### config.mk
export PLATFORM = sky130hd
export DESIGN_NAME = odpin_pair_reg
export DESIGN_NICKNAME = d
export VERILOG_FILES = /design/src/rtl/odpin_pkg.sv /design/src/rtl/odpin_line_next.sv /design/src/rtl/odpin_sync.sv /design/src/rtl/odpin_pair_reg.sv
export SDC_FILE = /design/constraint.sdc
export NUM_CORES = 1
export LEC_CHECK = 0
export ABC_AREA = 1
export BUFFER_PORTS_ARGS = -buffer_cell sky130_fd_sc_hd__buf_2
export CORE_MARGIN = 4
export CORE_UTILIZATION = 32
export CTS_BUF_LIST = sky130_fd_sc_hd__clkbuf_4 sky130_fd_sc_hd__clkbuf_8
export CTS_CLUSTER_DIAMETER = 60
export DETAILED_ROUTE_END_ITERATION = 8
export GPL_TIMING_DRIVEN = 0
export PLACE_DENSITY = 0.93
export SYNTH_ARGS = -nofsm -noshare
export SYNTH_HDL_FRONTEND = slang
export SYNTH_SLANG_ARGS = --single-unit
### constraint.sdc
create_clock -name clk -period 0.8 [get_ports clk]
set_input_delay 0.08 -clock clk [delete_from_list [all_inputs] [get_ports clk]]
set_output_delay 0.08 -clock clk [all_outputs]
set_load 0.02 [all_outputs]
### src/rtl/odpin_pkg.sv
package odpin_pkg;
    localparam int REG_W       = 32;
    localparam int NUM_LINES   = 2;
    localparam int LINE_STRIDE = 8;
    localparam int OFS_DIR_WE  = 0;
    localparam int OFS_DIR     = 1;
    localparam int OFS_VAL_WE  = 2;
    localparam int OFS_VAL     = 3;
    localparam int OFS_IN      = 4;
    localparam int PU_WE_BIT   = 16;
    localparam int PU_BASE     = 17;

    typedef struct packed {
        logic [NUM_LINES-1:0] dir;
        logic [NUM_LINES-1:0] val;
        logic [NUM_LINES-1:0] pu;
    } pin_state_t;

    function automatic int line_base(int l);
        return l * LINE_STRIDE;
    endfunction
endpackage

### src/rtl/odpin_line_next.sv
module odpin_line_next (
    input  logic cur_dir,
    input  logic cur_val,
    input  logic wr_en,
    input  logic dir_we,
    input  logic dir_in,
    input  logic val_we,
    input  logic val_in,
    output logic nxt_dir,
    output logic nxt_val
);
    always_comb begin
        nxt_dir = cur_dir;
        nxt_val = cur_val;
        if (wr_en && dir_we) begin
            nxt_dir = dir_in;
        end
        if (wr_en && val_we) begin
            nxt_val = val_in;
        end
    end
endmodule

### src/rtl/odpin_sync.sv
module odpin_sync #(
    parameter int STAGES = 2,
    parameter int W      = 2
) (
    input  logic         clk,
    input  logic         rst_n,
    input  logic [W-1:0] async_in,
    output logic [W-1:0] sync_out
);
    logic [W-1:0] stage_d [STAGES];
    logic [W-1:0] stage_q [STAGES];

    always_comb begin
        stage_d[0] = async_in;
        for (int s = 1; s < STAGES; s++) begin
            stage_d[s] = stage_q[s-1];
        end
    end

    generate
        for (genvar s = 0; s < STAGES; s++) begin : g_stage
            always_ff @(posedge clk or negedge rst_n) begin
                if (!rst_n) begin
                    stage_q[s] <= '0;
                end else begin
                    stage_q[s] <= stage_d[s];
                end
            end
        end
    endgenerate

    assign sync_out = stage_q[STAGES-1];
endmodule

### src/rtl/odpin_pair_reg.sv
module odpin_pair_reg
    import odpin_pkg::*;
#(
    parameter int SYNC_STAGES = 2
) (
    input  logic             clk,
    input  logic             rst_n,
    input  logic             wr_en,
    input  logic [REG_W-1:0] wr_data,
    output logic [REG_W-1:0] rd_data,
    output logic             ck_oe,
    output logic             ck_o,
    input  logic             ck_i,
    output logic             dt_oe,
    output logic             dt_o,
    input  logic             dt_i,
    output logic             ck_pu_dis,
    output logic             dt_pu_dis
);
    localparam int LIDX_CK = 0;
    localparam int LIDX_DT = 1;

    pin_state_t state_d, state_q;
    logic [NUM_LINES-1:0] nxt_dir, nxt_val;
    logic [NUM_LINES-1:0] pad_in, pad_sync;

    assign pad_in[LIDX_CK] = ck_i;
    assign pad_in[LIDX_DT] = dt_i;

    generate
        for (genvar l = 0; l < NUM_LINES; l++) begin : g_line
            localparam int B = l * LINE_STRIDE;
            odpin_line_next u_next (
                .cur_dir (state_q.dir[l]),
                .cur_val (state_q.val[l]),
                .wr_en   (wr_en),
                .dir_we  (wr_data[B+OFS_DIR_WE]),
                .dir_in  (wr_data[B+OFS_DIR]),
                .val_we  (wr_data[B+OFS_VAL_WE]),
                .val_in  (wr_data[B+OFS_VAL]),
                .nxt_dir (nxt_dir[l]),
                .nxt_val (nxt_val[l])
            );
        end
    endgenerate

    odpin_sync #(.STAGES(SYNC_STAGES), .W(NUM_LINES)) u_sync (
        .clk      (clk),
        .rst_n    (rst_n),
        .async_in (pad_in),
        .sync_out (pad_sync)
    );

    always_comb begin
        state_d     = state_q;
        state_d.dir = nxt_dir;
        state_d.val = nxt_val;
        if (wr_en && wr_data[PU_WE_BIT]) begin
            state_d.pu = wr_data[PU_BASE +: NUM_LINES];
        end
    end

    always_ff @(posedge clk or negedge rst_n) begin
        if (!rst_n) begin
            state_q <= '0;
        end else begin
            state_q <= state_d;
        end
    end

    always_comb begin
        rd_data = '0;
        for (int l = 0; l < NUM_LINES; l++) begin
            rd_data[line_base(l)+OFS_DIR] = state_q.dir[l];
            rd_data[line_base(l)+OFS_VAL] = state_q.val[l];
            rd_data[line_base(l)+OFS_IN]  = pad_sync[l];
        end
        rd_data[PU_BASE +: NUM_LINES] = state_q.pu;
    end

    assign ck_oe     = state_q.dir[LIDX_CK];
    assign ck_o      = state_q.val[LIDX_CK];
    assign dt_oe     = state_q.dir[LIDX_DT];
    assign dt_o      = state_q.val[LIDX_DT];
    assign ck_pu_dis = state_q.pu[LIDX_CK];
    assign dt_pu_dis = state_q.pu[LIDX_DT];
endmodule

# Yosys cells after proc, flatten, opt, wreduce, memory -nomap -nowiden
# Index checks and enable logic that the tools add are counted.
# classes
n_reduce_logical	5
# op_table
operator	n
1-bit logical AND	5
# word_totals
word_cells	12
out_inout_bits	38
inputBits	37
register_bits	10

# Logic depth before layout (Yosys ltp)
# depth
depth_word	1
ltp_mapped	4

# Hierarchy
# From an unflattened synthesis, not the netlist that was laid out.
# unflattened
hier_cells	64
hier_area_um2	573.0
# by_module_without_submodules
mod	area_each_um2	cells_each	n_inst	seq_area_each_um2
odpin_pair_reg	407.9	44	1	150.1
odpin_sync	100.1	4	1	100.1
odpin_line_next	32.5	8	2	0.0

# Least setup slack after synthesis
# Ideal clock, no wire load.
# synth_path
kind	flip-flop to output port
startpoint	reg state_q, in the netlist dt_o
endpoint	out rd_data[11]
slack_ns	0.094
required_time_ns	0.720
n_path_buf	1
stages_incl_launch_ff	2
arrival_ns	0.626
path_cell_list	dfrtp_1 buf_4
# synth_rtl
item	line_no	text
from (decl)	odpin_pair_reg.sv:23	pin_state_t state_d, state_q;
from (signal assigned)	odpin_pair_reg.sv:67	state_q <= state_d;
to (decl)	odpin_pair_reg.sv:10	output logic [REG_W-1:0] rd_data,
# No word-level cell between the ends.

# Worst setup path in the final report
# layout_path
startpoint	reg state_q, in the netlist ck_o
endpoint	out rd_data[3]
# No word-level cell between the ends.

==> flow_summary_export.csv <==
group,metric,value,unit
final_layout,final_common_cell,"buf_4",
synth,synth_largest_area_cell,"dfrtp_1",
placed_design,placed_cell_area,849.6,um2
synth,syn_avg_cell_area,9.028,um2
sta,hold_viol,0,
global_routing,grt_util_all_layers,11.08,%
route,first_iter_violations,7,
power,fin_total_pwr,1.616,mW
power,p_sw,0.5382,mW
synth,synth_warnings,0,
sta,setup_tns,-1.912,ns
clock_network,path_clk_slew,0.07,ns
critical_path,critPathLaunchType,"register",
clock_network,numCtsBuffers,3,
power,combPwrFrac,41.9,%
power,powerDensity,1599,nW/um2
clock_network,cts_buffer_depth,2,
clock_network,cts_root_buf,"clkbuf_4",
flow_run,maxCapViolCount,0,
clock_network,h-tree-depth,1,
power,p_int,1.078,mW
worst_hold_path,min_path_cells,3,
final_layout,most-common-layout-cells,"buf_4 (27), conb_1 (24), buf_6 (18)",
worst_hold_path,min_path_type,"in2reg",
critical_path,critPathArrivalTime,0.92,ns
synth,synth_area_leaders,"dfrtp_1 (43%), buf_4 (38%), nand2_1 (10%)",
synth,synth_top_cell_area_share,42.64,%
status,outcome,"finished, violations left",
final_layout,antenna_cells,0,
global_routing,gr-total-overflow,0,
placed_design,dp_hpwl,1.069,mm
route,ant_nets,0,
route,drcViolationCount,0,
synth,synth-seq-cells,10,
final_layout,fin_nets,164,
critical_path,path_max_fanout,3,
route,routedWlPerCell,8.760,um
sta,clock.fmax,997.1,MHz
final_layout,area_delta_synth_final,72.28,%
status,violations,"negative setup slack",
power,pwr-share-seq,37.1,%
clock_network,cts_sinks,10,
global_routing,grt_pass1_vias,535,
route,vias_per_cell,3.307,
sta,setup_ws,-0.2029,ns
sta,finClkSkew,0.00009598,ns
placed_design,gp_congestion,0.7368,
route,vias,496,
critical_path,crit_type,"reg2out",
power,p_clk_share,21.1,%
power,vdd_ir_drop_max,1.004,mV
clock_network,worstSkewPairLatency,0.26,ns
final_layout,final_layout_size_suffix_gt1_share,52.80,%
synth,synth_cell_types,7,
synth,syn_inst,65,
floorplan,core-area,1727,um2
synth,ys_seq_area_share,42.64,%
floorplan,io_pins,75,
sta,rsz0062_at_grt,"yes",
sta,fin_crit_sh,125.4,%
power,leakage,0.6098,nW
placed_design,io_buffer_count,29,
final_layout,fin_area,1011,um2
sta,min_period,1.003,ns
critical_path,critPathCaptureType,"primary output",
sta,drv_slew,0,
clock_network,cts_tree,"done",
floorplan,die_area,2583,um2
critical_path,required,0.72,ns
floorplan,row_count,15,
floorplan,die_y,50.82,um
route,wl,1.314,mm
sta,setup_viol,14,
global_routing,grt_max_degree,11,
power,netSwitchingFraction,33.30,%
global_routing,grt_pass1_wl,2.083,mm
floorplan,start_util,33.99,%
synth,syn-cell-area,586.8,um2
floorplan,die_w,50.82,um
route,drt_first_pass_iters,4,
global_routing,grt_antenna_before_repair,0,
critical_path,reg2reg_depth,3,
-- power by group through the flow --
stage / Clock (mW) / Sequential [mW] / Combinational (mW)
global route: 0.368 / 0.607 / 0.726
detailed placement: 0 / 0.596 / 0.537
floorplan: 0 / 0.647 / 0.341
global placement: 0 / 0.591 / 0.529
CTS: 0.353 / 0.597 / 0.655
finish: 0.340 / 0.599 / 0.677
-- worst paths after layout --
path	startpoint	endpoint	slack, ns
hold / removal	wr_data[9]	dt_oe	0.05
max in group asynchronous	rst_n	u_sync.stage_d[0]	0.41
hold reg to reg	u_sync.stage_d[1]	u_sync.sync_out[1]	0.35
min in group asynchronous	rst_n	ck_pu_dis	0.20
setup / recovery	ck_o	rd_data[3]	-0.20
setup reg to reg	ck_oe	ck_oe	0.05
-- stage by stage --
step | utilization [%] | hold slack [ns] | worst slack [ns] | instances
after floorplan | - | -0.2156 | 0.09381 | 88
after global placement | 49.20 | -0.05252 | 0.07170 | 142
after detailed placement | 49.20 | -0.04549 | 0.05483 | 142
after CTS | 57.61 | 0.04196 | -0.2086 | 149
after global routing | 58.55 | 0.06730 | -0.2266 | 150
final | 58.55 | 0.04678 | -0.2029 | 150
-- logic make-up (layout without fill, tap and decap cells) --
kind of cell | count (synthesis) | in the layout | share of synthesized area (%)
other cells | 1 | 24 | 0.6390
simple gates | 23 | 23 | 16.42
flops | 10 | 10 | 42.64
buf+inv | 31 | 68 | 40.30
-- area by class of cell --
cell class,instances,area (um2)
Timing Repair Buffer,34,261.5
Tap cell,25,31.28
Sequential cell,10,250.2
Fill cell,153,715.7
Clock buffer,3,22.52
Buffer,31,259.0
Multi-Input combinational cell,47,186.4
-- registers in the layout, summed over array words and instances, names as in the netlist --
signal,flops
dt_o,1
dt_oe,1
u_sync.sync_out,2
ck_pu_dis,1
ck_o,1
dt_pu_dis,1
ck_oe,1
u_sync.stage_d,2
-- worst max-delay path, stage by stage (launching register included) --
cell     delay (ns)
dfrtp_1        0.42
buf_6          0.13
buf_6          0.12
-- timing repair --
item	in CTS	in global routing
setup buffers	1	1
hold endpoints to repair	12	0
hold buffers	3	0
setup endpoints to repair	14	15
gates resized for setup	26	3
-- synthesized netlist by cell type --
library cell  instances
buf_6                 1
nand2_1              16
dfrtp_1              10
conb_1                1
buf_4                30
nand2_2               1
nand3_1               6
-- metal layers --
layer  vias up  routed length, um  track usage (%)
li1        267                  -                -
met1       207                454            10.58
met2        22                772            21.09
met3         0                 86            3.790
met4         0                  0            4.933
met5         -                  0                0
Power figures use the tool's default switching activity.
